--- config.mk ---
export PLATFORM = sky130hd
export DESIGN_NAME = sar_conv_ctrl
export DESIGN_NICKNAME = d
export VERILOG_FILES = /design/src/rtl/sar_conv_pkg.sv /design/src/rtl/sar_conv_fsm.sv /design/src/rtl/sar_conv_datapath.sv /design/src/rtl/sar_conv_ctrl.sv
export SDC_FILE = /design/constraint.sdc
export NUM_CORES = 1
export LEC_CHECK = 0
export BUFFER_PORTS_ARGS = -buffer_cell sky130_fd_sc_hd__buf_2
export CORE_MARGIN = 5
export CORE_UTILIZATION = 45
export CTS_BUF_LIST = sky130_fd_sc_hd__clkbuf_4
export DETAILED_ROUTE_END_ITERATION = 10
export PLACE_DENSITY = 0.67
export SETUP_SLACK_MARGIN = 0.1
export SYNTH_ARGS = -nofsm -noshare
export SYNTH_HDL_FRONTEND = slang
export SYNTH_HIERARCHICAL = 1
export SYNTH_SLANG_ARGS = --single-unit
export TNS_END_PERCENT = 100
--- constraint.sdc ---
create_clock -name clk -period 2.3 [get_ports clk]
set_clock_uncertainty 0.05 [all_clocks]
set_input_delay 0.345 -clock clk [delete_from_list [all_inputs] [get_ports clk]]
set_output_delay 0.345 -clock clk [all_outputs]
set_load 0.01 [all_outputs]
--- src/rtl/sar_conv_pkg.sv ---
package sar_conv_pkg;
  localparam int RES_BITS = 10;
  localparam int CHAN_W   = 4;
  localparam int IDX_W    = $clog2(RES_BITS);
  localparam int WORD_W   = 16;

  typedef struct packed {
    logic             start;
    logic             firstTrial;
    logic             decide;
    logic             lastBit;
    logic [IDX_W-1:0] bitIdx;
  } sarStrobe_t;

  typedef enum logic [1:0] {
    ST_IDLE,
    ST_SAMPLE,
    ST_STEP
  } sarState_t;
endpackage

--- src/rtl/sar_conv_fsm.sv ---
module sar_conv_fsm
  import sar_conv_pkg::*;
#(
  parameter int TOTAL_STATES = 174,
  parameter int STEP_STATES  = 17
) (
  input  logic       clk,
  input  logic       rstN,
  input  logic       cmdWr,
  input  logic       irqEn,
  output sarStrobe_t strobe,
  output logic       ready,
  output logic       irqPulse
);
  localparam int SAMPLE_STATES = TOTAL_STATES - RES_BITS * STEP_STATES;
  localparam int CNT_W = $clog2(TOTAL_STATES + 1);

  sarState_t        state;
  logic [CNT_W-1:0] cnt;
  logic [IDX_W-1:0] bitIdx;

  always_comb begin
    strobe.start      = cmdWr;
    strobe.firstTrial = !cmdWr && (state == ST_SAMPLE) && (cnt == '0);
    strobe.decide     = !cmdWr && (state == ST_STEP) && (cnt == '0);
    strobe.lastBit    = (bitIdx == '0);
    strobe.bitIdx     = bitIdx;
  end

  always_ff @(posedge clk or negedge rstN) begin
    if (!rstN) begin
      state    <= ST_IDLE;
      cnt      <= '0;
      bitIdx   <= '0;
      ready    <= 1'b0;
      irqPulse <= 1'b0;
    end else begin
      irqPulse <= 1'b0;
      if (cmdWr) begin
        state <= ST_SAMPLE;
        cnt   <= CNT_W'(SAMPLE_STATES - 1);
        ready <= 1'b0;
      end else begin
        case (state)
          ST_SAMPLE: begin
            if (cnt == '0) begin
              state  <= ST_STEP;
              cnt    <= CNT_W'(STEP_STATES - 1);
              bitIdx <= IDX_W'(RES_BITS - 1);
            end else begin
              cnt <= cnt - 1'b1;
            end
          end
          ST_STEP: begin
            if (cnt == '0) begin
              if (bitIdx == '0) begin
                state    <= ST_IDLE;
                ready    <= 1'b1;
                irqPulse <= irqEn;
              end else begin
                bitIdx <= bitIdx - 1'b1;
                cnt    <= CNT_W'(STEP_STATES - 1);
              end
            end else begin
              cnt <= cnt - 1'b1;
            end
          end
          default: ;
        endcase
      end
    end
  end
endmodule

--- src/rtl/sar_conv_datapath.sv ---
module sar_conv_datapath
  import sar_conv_pkg::*;
(
  input  logic                clk,
  input  logic                rstN,
  input  sarStrobe_t          strobe,
  input  logic [CHAN_W-1:0]   cmdChan,
  input  logic                cmpIn,
  output logic [RES_BITS-1:0] dacCode,
  output logic [CHAN_W-1:0]   chanSel,
  output logic [WORD_W-1:0]   resultWord
);
  localparam int PAD_W = WORD_W - RES_BITS - CHAN_W;

  logic [RES_BITS-1:0] resultVal;
  logic [CHAN_W-1:0]   resultChan;

  always_ff @(posedge clk or negedge rstN) begin
    if (!rstN) begin
      dacCode    <= '0;
      chanSel    <= '0;
      resultVal  <= '0;
      resultChan <= '0;
    end else begin
      if (strobe.start) begin
        dacCode <= '0;
        chanSel <= cmdChan;
      end
      if (strobe.firstTrial) begin
        dacCode[RES_BITS-1] <= 1'b1;
      end
      if (strobe.decide) begin
        dacCode[strobe.bitIdx] <= cmpIn;
        if (strobe.lastBit) begin
          resultVal  <= {dacCode[RES_BITS-1:1], cmpIn};
          resultChan <= chanSel;
        end else begin
          dacCode[strobe.bitIdx - 1'b1] <= 1'b1;
        end
      end
    end
  end

  assign resultWord = {resultVal, {PAD_W{1'b0}}, resultChan};
endmodule

--- src/rtl/sar_conv_ctrl.sv ---
module sar_conv_ctrl
  import sar_conv_pkg::*;
#(
  parameter int TOTAL_STATES = 174,
  parameter int STEP_STATES  = 17
) (
  input  logic                clk,
  input  logic                rstN,
  input  logic                regWr,
  input  logic [1:0]          regAddr,
  input  logic [7:0]          regWrData,
  output logic [7:0]          regRdData,
  input  logic                cmpIn,
  output logic [RES_BITS-1:0] dacCode,
  output logic [CHAN_W-1:0]   chanSel,
  output logic                irqReq
);
  localparam logic [1:0] ADDR_CMD  = 2'd0;
  localparam logic [1:0] ADDR_LOW  = 2'd1;
  localparam logic [1:0] ADDR_HIGH = 2'd2;
  localparam logic [1:0] ADDR_CTL  = 2'd3;

  sarStrobe_t        strobe;
  logic              ready;
  logic              irqEn;
  logic              cmdWr;
  logic [WORD_W-1:0] resultWord;

  assign cmdWr = regWr && (regAddr == ADDR_CMD);

  always_ff @(posedge clk or negedge rstN) begin
    if (!rstN)                             irqEn <= 1'b0;
    else if (regWr && regAddr == ADDR_CTL) irqEn <= regWrData[1];
  end

  sar_conv_fsm #(
    .TOTAL_STATES(TOTAL_STATES),
    .STEP_STATES (STEP_STATES)
  ) fsm_i (
    .clk     (clk),
    .rstN    (rstN),
    .cmdWr   (cmdWr),
    .irqEn   (irqEn),
    .strobe  (strobe),
    .ready   (ready),
    .irqPulse(irqReq)
  );

  sar_conv_datapath dp_i (
    .clk       (clk),
    .rstN      (rstN),
    .strobe    (strobe),
    .cmdChan   (regWrData[CHAN_W-1:0]),
    .cmpIn     (cmpIn),
    .dacCode   (dacCode),
    .chanSel   (chanSel),
    .resultWord(resultWord)
  );

  always_comb begin
    case (regAddr)
      ADDR_LOW:  regRdData = resultWord[7:0];
      ADDR_HIGH: regRdData = resultWord[15:8];
      ADDR_CTL:  regRdData = {6'b0, irqEn, ready};
      default:   regRdData = 8'h00;
    endcase
  end
endmodule

== Word-level counts from Yosys, hierarchy flattened ==
Cells that the tools add are included.

* Bitwise gates (word level): 2
* Magnitude comparators: 4
* Shift operators: 0
* $add $sub $neg: 2
* Reductions and logical operators: 22
* Multiply operators: 0
* Muxes and demuxes: 32
* Divide/modulo/power cells: 0
* Eq/ne operators: 12

{| class="wikitable"
|+ Operator list
! cell !! count
|-
| two-way mux 8 bit || 4
|-
| two-way mux 10 bit || 3
|-
| case mux 8 bit (3 select lines) || 1
|-
| case mux 8 bit (2 select lines) || 1
|-
| two-way mux 4 bit || 3
|-
| two-way mux 1 bit || 11
|-
| bitwise mux 10 bit || 1
|-
| less-than comparator 4 x 5 -> 1 bit (second input constant) || 2
|-
| bitwise OR 10 bit || 1
|-
| demux 1 bit (select 4 bit) || 2
|-
| >= comparator 4 x 1 -> 1 bit (second input constant) || 2
|-
| logical AND 1 bit || 8
|-
| logical NOT 8 bit || 1
|-
| two-way mux 2 bit || 4
|-
| case mux 4 bit (2 select lines) || 1
|-
| nonzero test 2 bit || 4
|-
| subtractor 8 x 1 -> 8 bit (second input constant) || 1
|-
| equality test 2 bit (second input constant) || 3
|-
| inequality test 2 bit (second input constant) || 3
|-
| inequality test 3 x 2 -> 1 bit (second input constant) || 2
|-
| AND reduction 5 bit || 1
|-
| equality test 2 x 1 -> 1 bit (second input constant) || 2
|-
| logical NOT 4 bit || 1
|-
| inequality test 4 bit (second input constant) || 1
|-
| other kinds (10) || 11
|}

* Logic and storage cells: 84
* Output and inout port bits: 23
* Input bits: 14
* Bits in registers: 45
* Memory bits (writable): 0
* Bits in latches: 0
* Bits in read-only memories: 0
* Memories: 0

== Logic depth before layout (Yosys ltp) ==
Gate-level depths: netlist (run 1).

* Depth in word-level cells: 10
* Depth in mapped cells: 8
* Depth with buffers taken out: 8

== By module ==
The synthesis (run 1) kept the hierarchy.

{| class="wikitable"
|+ Modules (own cells, without submodules)
! module !! area each (um2) !! cells each !! instances !! seq. area each (um2)
|-
| sar_conv_datapath || 1355.0 || 108 || 1 || 700.7
|-
| sar_conv_fsm || 948.4 || 103 || 1 || 400.4
|-
| sar_conv_ctrl || 177.7 || 17 || 1 || 25.0
|}

== Worst setup path before layout (run 1) ==
OpenSTA, ideal clock, no wires.

* Kind: register -> register
* From: register fsm_i.cnt[0]
* To: register dp_i.resultChan[3]
* Buffers on the path: 1
* Setup time: 125 ps
* Required time: 2125 ps
* Stages on the path, launching flop included: 9
* Data arrival time: 1990 ps
* Setup slack: 135 ps
* Clock period less this slack: 2165 ps
* Path through: dfrtp_1 inv_1 ha_1 or3b_2 nor3_2 and2_1 nand2_2 buf_6 mux2_4

{| class="wikitable"
|+ RTL lines
! element !! RTL line !! RTL
|-
| start, declared || sar_conv_fsm.sv:19 || <nowiki>logic [CNT_W-1:0] cnt;</nowiki>
|-
| start signal, assigned || sar_conv_fsm.sv:41 || <nowiki>cnt <= CNT_W'(SAMPLE_STATES - 1);</nowiki>
|-
| start signal, assigned || sar_conv_fsm.sv:48 || <nowiki>cnt <= CNT_W'(STEP_STATES - 1);</nowiki>
|-
| start signal, assigned || sar_conv_fsm.sv:51 || <nowiki>cnt <= cnt - 1'b1;</nowiki>
|-
| end signal, assigned || sar_conv_datapath.sv:36 || <nowiki>resultChan <= chanSel;</nowiki>
|-
| end, declared || sar_conv_datapath.sv:16 || <nowiki>logic [CHAN_W-1:0] resultChan;</nowiki>
|}

==> results of run 1 <==
[cells in the mapped netlist, types with 5 or more instances]
cell type	instances
a22o_1	8
nand2_1	14
inv_1	10
nand3_1	5
dfrtp_1	45
mux2_2	10
o21ai_0	9
a21oi_1	9
nor2_1	8
mux2_4	10
[repair_timing]
item	CTS	global route
setup buffers	1	0
endpoints found under the hold margin	45	0
resized for setup	3	9
setup endpoints to repair	23	32
pin swaps	0	2
hold buffers	1	0
[routing by layer]
layer	vias to the layer above	GRT usage, %
li1	942	-
met1	927	20.10
met2	34	25.90
met3	7	3.533
met4	0	4.386
met5	-	0
[worst max-delay path: cells and delay by family (launching register included)]
kind,cells,cell delay [ps]
and+or+nand+nor,2,780
adders and majority gates,1,220
AOI/OAI and AO/OA,2,460
DFF,1,360
buffers and inverters,2,150
[cell families (layout without fill, tap and decap cells)]
logic type	Yosys count	count (layout)	synth area share, %
AO/OA/AOI/OAI	61	61	17.85
XOR/XNOR	1	1	0.3531
adder cells (fa/ha/maj)	3	3	1.513
buffers and inverters	23	67	5.547
flip-flops	45	45	45.39
multiplexers	22	22	11.45
other	1	2	0.1511
AND/OR/NAND/NOR	72	72	17.75
[area by class of cell]
| class | instances | area share [%] |
|---|---|---|
| well taps | 72 | 3.125 |
| clock inverters | 2 | 0.5208 |
| repair buffers | 48 | 10.68 |
| inverters | 11 | 1.432 |
| flip-flops and latches | 45 | 39.06 |
| multi-input cells | 161 | 43.62 |
| clock buffers | 6 | 1.563 |
[state kept, by name, indices dropped and copies added, names as in the netlist]
| register | cells |
|---|---|
| dp_i/chanSel | 4 |
| dp_i/resultChan | 4 |
| fsm_i/irqPulse | 1 |
| fsm_i/ready | 1 |
| fsm_i/cnt | 8 |
| fsm_i/state | 2 |
| irqEn | 1 |
| dp_i/dacCode | 10 |
| dp_i/resultVal | 10 |
| fsm_i/bitIdx | 4 |
[power groups by stage]
stage | clock, W | combinational [W] | sequential, W
after floorplan | 0 | 0.000777 | 0.00106
after global placement | 0 | 0.000996 | 0.00106
after detailed placement | 0 | 0.00103 | 0.00107
after CTS | 0.000409 | 0.00106 | 0.00105
after global routing | 0.000443 | 0.00122 | 0.00108
final | 0.000393 | 0.00109 | 0.00105
[through the flow]
step | setup WS, ps | hold WS (ps) | std cells | power [W] | TNS, ps
floorplan | 134.9 | -0.5911 | 229 | 0.001836 | 0
global placement | 2.872 | 295.0 | 335 | 0.002056 | 0
detailed placement | -77.54 | 292.4 | 335 | 0.002098 | -155.9
CTS | 103.1 | 144.1 | 345 | 0.002514 | 0
global route | 105.0 | 127.6 | 345 | 0.002738 | 0
finish | 186.9 | 161.7 | 345 | 0.002533 | 0
[path summary, 6_finish.rpt]
check	cells after the start	start	endpoint	slack, ps
setup / recovery	7	fsm_i/bitIdx[0]	fsm_i/cnt[5]	190
hold / removal	2	regWrData[2]	dp_i/chanSel[2]	160
setup reg to reg	7	fsm_i/bitIdx[0]	fsm_i/cnt[5]	190
hold reg to reg	1	dp_i/resultChan[1]	dp_i/resultChan[1]	470
max in group asynchronous	3	rstN	fsm_i/bitIdx[1]	1560
min in group asynchronous	3	rstN	dp_i/chanSel[2]	430
==> results.sh, run 1 <==
export IMPL_outcome="complete, no violations"
export IMPL_grt_pass1_vias=1901
export IMPL_route_detailed_drc=0
export IMPL_netlist_top_cells_area="dfrtp_1, mux2_4, mux2_2"
export IMPL_floorplan_die_width_microns=84.26
export IMPL_path_clk_slew_ps=130
export IMPL_synthFlopType="dfrtp_1"
export IMPL_p_leak_nw=1.365
export IMPL_mostFrequentLayoutCell="dfrtp_1"
export IMPL_total_number_of_clock_tree_sinks=45
export IMPL_routedLengthMet1_mm=2.472
export IMPL_finalHoldViolations=0
export IMPL_synthDominantCellAreaShare_pct=45.39
export IMPL_netlist_instances=228
export IMPL_multiInputGateArea_sq_um=1257
export IMPL_end_kind="register"
export IMPL_grt_start_max_net_pins=46
export IMPL_drt_first_iter_violations=102
export IMPL_timing_critical_path_slowest_cell_delay_ps=510
export IMPL_drt_wl_total_mm=5.246
export IMPL_port_buffer_count=32
export IMPL_synthDominantAreaCellType="dfrtp_1"
export IMPL_timing_hold_worst_class="primary input to register"
export IMPL_cell_area_after_technology_mapping_sq_um=2481
export IMPL_core_rowCount=27
export IMPL_number_of_library_cell_types_mapped_by_synthesis=65
export IMPL_layout_drive_gt1_share_pct=35.53
export IMPL_critPathMaxFanout=13
export IMPL_synth_yosys_seq_area_share_pct=45.39
export IMPL_crit_arrival_ps=2350
export IMPL_place_detailed_hpwl_mm=3.743
export IMPL_postRouteAntennaNets=0
export IMPL_sw_share_pct=40.13
export IMPL_fin_crit_sh_pct=91.88
export IMPL_initial_core_util_pct=45.62
export IMPL_clock_fmax_mhz=473.2
export IMPL_internal_power_w=0.001516
export IMPL_placement_cell_area_sq_um=2769
export IMPL_critPathLaunchType="register"
export IMPL_cts_root_cell="clkbuf_4"
export IMPL_global_route_overflow_total=0
export IMPL_ys_ff_latch=45
export IMPL_die_y_microns=84.26
export IMPL_yosys_warnings=6
export IMPL_setup_violations=0
export IMPL_p_sw_w=0.001017
export IMPL_clock_path_buffers=2
export IMPL_placeableCoreArea_sq_um=5439
export IMPL_ios=37
export IMPL_finalCriticalPeriod_ps=2113
export IMPL_seq_area_sq_um=1126
export IMPL_vdd_ir_drop_max_v=0.0006857
export IMPL_layout_filler_cells=499
export IMPL_async_reset_ff_share_pct=100.0
export IMPL_worst_setup_path_class="register to register"
export IMPL_worst_skew_late_latency_ps=360
export IMPL_met2_length_mm=2.496
export IMPL_ctsHtreeMaxLevel=2
export IMPL_number_of_maximum_capacitance_constraint_violations=0
export IMPL_num_vias=1910
export IMPL_leading_cell_types_in_the_layout_fill_and_taps_excluded="dfrtp_1, buf_2, nand2_1"
export IMPL_slowest_stage="or4b_1"
export IMPL_fin_area_sq_um=2883
export IMPL_grtUsageTotal_pct=15.49
export IMPL_final_weighted_congestion_of_routability_driven_global_placement=0.8175
export IMPL_routed_wire_length_per_instance_microns=15.21
export IMPL_flow_area_growth_from_synthesis_pct=16.19
export IMPL_dr_max_layer_used="met4"
export IMPL_p_comb_share_pct=42.9
export IMPL_detail_route_first_pass_iterations=4
export IMPL_grt_antenna_before_repair=0
export IMPL_grt_pass1_wl_mm=9.114
export IMPL_met3WireLength_microns=215
export IMPL_seq_pwr_share_pct=41.5
export IMPL_cts_inserted_buffers=5
export IMPL_finalNetCount=289
export IMPL_crit_chain="inv_1, ha_1, or3b_4, inv_2, a41o_2, or4b_1, a21oi_1"
export IMPL_post_route_core_utilization_pct=53.00
export IMPL_clockPowerShare_pct=15.5
export IMPL_power_density_nw_per_um2=878.7
export IMPL_maxSlewViolCount=0
export IMPL_post_synth_cell_area_avg_sq_um=10.88
export IMPL_cts_tree="done"
export IMPL_vias_per_cell=5.536
export IMPL_fp_dieArea_sq_um=7099
export IMPL_rsz0062_at_grt="false"
export IMPL_insertedDiodeCount=0
export IMPL_synth_edff_count=0
export IMPL_crit_required_ps=2540
No activity file was read; power rests on OpenSTA's default activity.
==> inputs of run 2 (changes only) <==
- CELL_PAD_IN_SITES_DETAIL_PLACEMENT: default -> 1
- CELL_PAD_IN_SITES_GLOBAL_PLACEMENT: default -> 1
- CORE_MARGIN: 5 -> 2
- CORE_UTILIZATION: 45 -> 42
- PLACE_DENSITY: 0.67 -> 0.77
==> run 2 against run 1 <==
  * Total power up 3.7%
  * Combinational power up 10%
  * Utilization down 0.39 points
  * Global-route usage up 4.2 points
  * Setup slack better by 3.1 ps
  * Cell count up 1.4%
  * Count of clock-buffer cells in the layout down 1
  * Routed wire length up 13%
  * Sequential share of layout area down 0.89 points
  * Via count up 5.3%
==> results.sh, run 2 (synthesis gave the netlist of run 1 again) <==
export IMPL_drt_wl_total_mm=5.910
export IMPL_grt_pass1_wl_mm=9.887
export IMPL_number_of_maximum_capacitance_constraint_violations=0
export IMPL_vias_per_cell=5.746
export IMPL_die_y_microns=80.86
export IMPL_floorplan_die_width_microns=80.86
export IMPL_num_vias=2011
export IMPL_core_rowCount=27
export IMPL_critPathLaunchType="register"
export IMPL_grtUsageTotal_pct=19.70
export IMPL_slew_headroom_pct=61.76
export IMPL_final_weighted_congestion_of_routability_driven_global_placement=0.7276
export IMPL_layout_drive_gt1_share_pct=38.85
export IMPL_place_detailed_hpwl_mm=4.397
export IMPL_cts_tree="done"
export IMPL_flow_area_growth_from_synthesis_pct=18.91
export IMPL_p_leak_nw=1.392
export IMPL_met1_usage_pct=23.97
export IMPL_detail_route_first_pass_iterations=4
export IMPL_fin_crit_sh_pct=91.74
export IMPL_outcome="complete, no violations"
export IMPL_finalCriticalPeriod_ps=2110
export IMPL_slew_worst_pin_ps=567.6
export IMPL_drt_first_iter_violations=106
export IMPL_global_route_overflow_total=0
export IMPL_timing_hold_worst_class="primary input to register"
export IMPL_worst_skew_late_latency_ps=350
export IMPL_initial_core_util_pct=44.24
export IMPL_maxSlewViolCount=0
export IMPL_worst_setup_path_class="register to register"
export IMPL_setup_violations=0
export IMPL_rsz0062_at_grt="false"
export IMPL_vdd_ir_drop_max_v=0.0006250
export IMPL_layout_filler_cells=628
export IMPL_placeableCoreArea_sq_um=5608
export IMPL_fp_dieArea_sq_um=6538
export IMPL_final_std_cells_w_o_fill=350
export IMPL_largest_registers_in_the_final_layout="dp_i/dacCode x10, dp_i/resultVal x10, fsm_i/cnt x8"
export IMPL_routed_wire_length_per_instance_microns=16.89
export IMPL_crit_required_ps=2540
export IMPL_holdWs_ps=159.2
export IMPL_postRouteAntennaNets=0
export IMPL_worst_r2r_setup_slack_ps=190
export IMPL_insertedDiodeCount=0
export IMPL_critPathMaxFanout=6
export IMPL_placed_cells=337
export IMPL_grt_util_met3_pct=3.889
export IMPL_grt_antenna_before_repair=0
export IMPL_clock_path_buffers=2
export IMPL_finalHoldViolations=0
export IMPL_leading_cell_types_in_the_layout_fill_and_taps_excluded="dfrtp_1, buf_2, buf_4"
export IMPL_route_detailed_drc=0
export IMPL_ctsHtreeMaxLevel=2
export IMPL_total_number_of_clock_tree_sinks=45
export IMPL_finalNetCount=294
export IMPL_cts_root_cell="clkbuf_4"
export IMPL_end_kind="register"
export IMPL_grt_pass1_vias=2019
export IMPL_mostFrequentLayoutCell="dfrtp_1"
export IMPL_port_buffer_count=32
export IMPL_power_density_nw_per_um2=890.3
export IMPL_grt_util_met2_pct=35.12
export IMPL_clock_fmax_mhz=473.9
export IMPL_grt_start_max_net_pins=24
export IMPL_ios=37
export IMPL_gr_max_usage_layer="met2"
export IMPL_path_clk_slew_ps=130
export IMPL_cts_inserted_buffers=5
export IMPL_crit_arrival_ps=2350
==> run 2: cell count changes in the layout (fill, tap and decap cells not counted), moves of 2 or more <==
| cell | delta |
|---|---|
| nor3b_1 | -2 |
| nor3b_2 | +2 |
| o311ai_1 | -2 |
| o311ai_2 | +2 |
| buf_4 | +6 |
| clkinv_2 | +2 |
==> run 2: worst paths after layout <==
check / cells after the start / to / startpoint
worst max-delay path: 9 / dp_i/dacCode[8] / fsm_i/cnt[0]
worst min-delay path: 2 / irqEn / regWrData[1]
worst max register to register: 9 / dp_i/dacCode[8] / fsm_i/cnt[0]
worst min register to register: 1 / dp_i/resultChan[3] / dp_i/resultChan[3]
max in group asynchronous: 3 / dp_i/dacCode[0] / rstN
min in group asynchronous: 2 / dp_i/chanSel[2] / rstN
==> run 2: power by group <==
part,leakage (nW),internal (W),switching (W),total (W)
combinational,0.774,0.000528,0.000670,0.00120
clock,0.0310,0.000116,0.000255,0.000370
sequential,0.587,0.000920,0.000139,0.00106
total,1.39,0.00156,0.00106,0.00263
==> run 2: layout make-up <==
type / instances / area (sq um) / share of cell area [%]
timing repair buffer: 53 / 332.8 / 11.28
clock inverter: 3 / 17.52 / 0.5937
inverter: 11 / 41.29 / 1.399
clock buffer: 5 / 37.54 / 1.272
multi-input combinational: 161 / 1305 / 44.23
tap: 72 / 90.09 / 3.053
sequential: 45 / 1126 / 38.17
==> run 2: what timing repair did <==
action                     CTS  global route
hold buffers                 1             0
setup endpoints to repair   24            33
resized for setup            4            14
pin swaps                    0             2
hold endpoints to repair    45             0
buffers inserted             1             3
==> run 2: worst max-delay path, cell delays in order (launching register included) <==
cell      delay (ps)
dfrtp_1          420
inv_2             90
ha_4             120
or3b_4           400
nor3_4           180
and2_4           200
buf_4            110
and4bb_2         270
a22oi_1           70
a21oi_1          140
==> run 2: per-stage QoR <==
step | setup TNS [ps] | area [sq um] | worst slack, ps | utilization [%] | total power [W]
floorplan | 0 | 2485 | 134.9 | - | 0.001836
global placement | 0 | 2776 | 29.83 | 49.51 | 0.002079
detailed placement | -66.36 | 2776 | -51.19 | 49.51 | 0.002132
CTS | 0 | 2861 | 100.3 | 51.03 | 0.002531
global route | 0 | 2950 | 93.67 | 52.61 | 0.002857
finish | 0 | 2950 | 190.0 | 52.61 | 0.002627
==> run 2: routing by layer <==
layer | part of all wire (%) | vias up
met5 | 0 | -
met4 | 1.4 | 0
met3 | 3.1 | 8
met2 | 52 | 32
met1 | 43 | 1022
li1 | - | 949
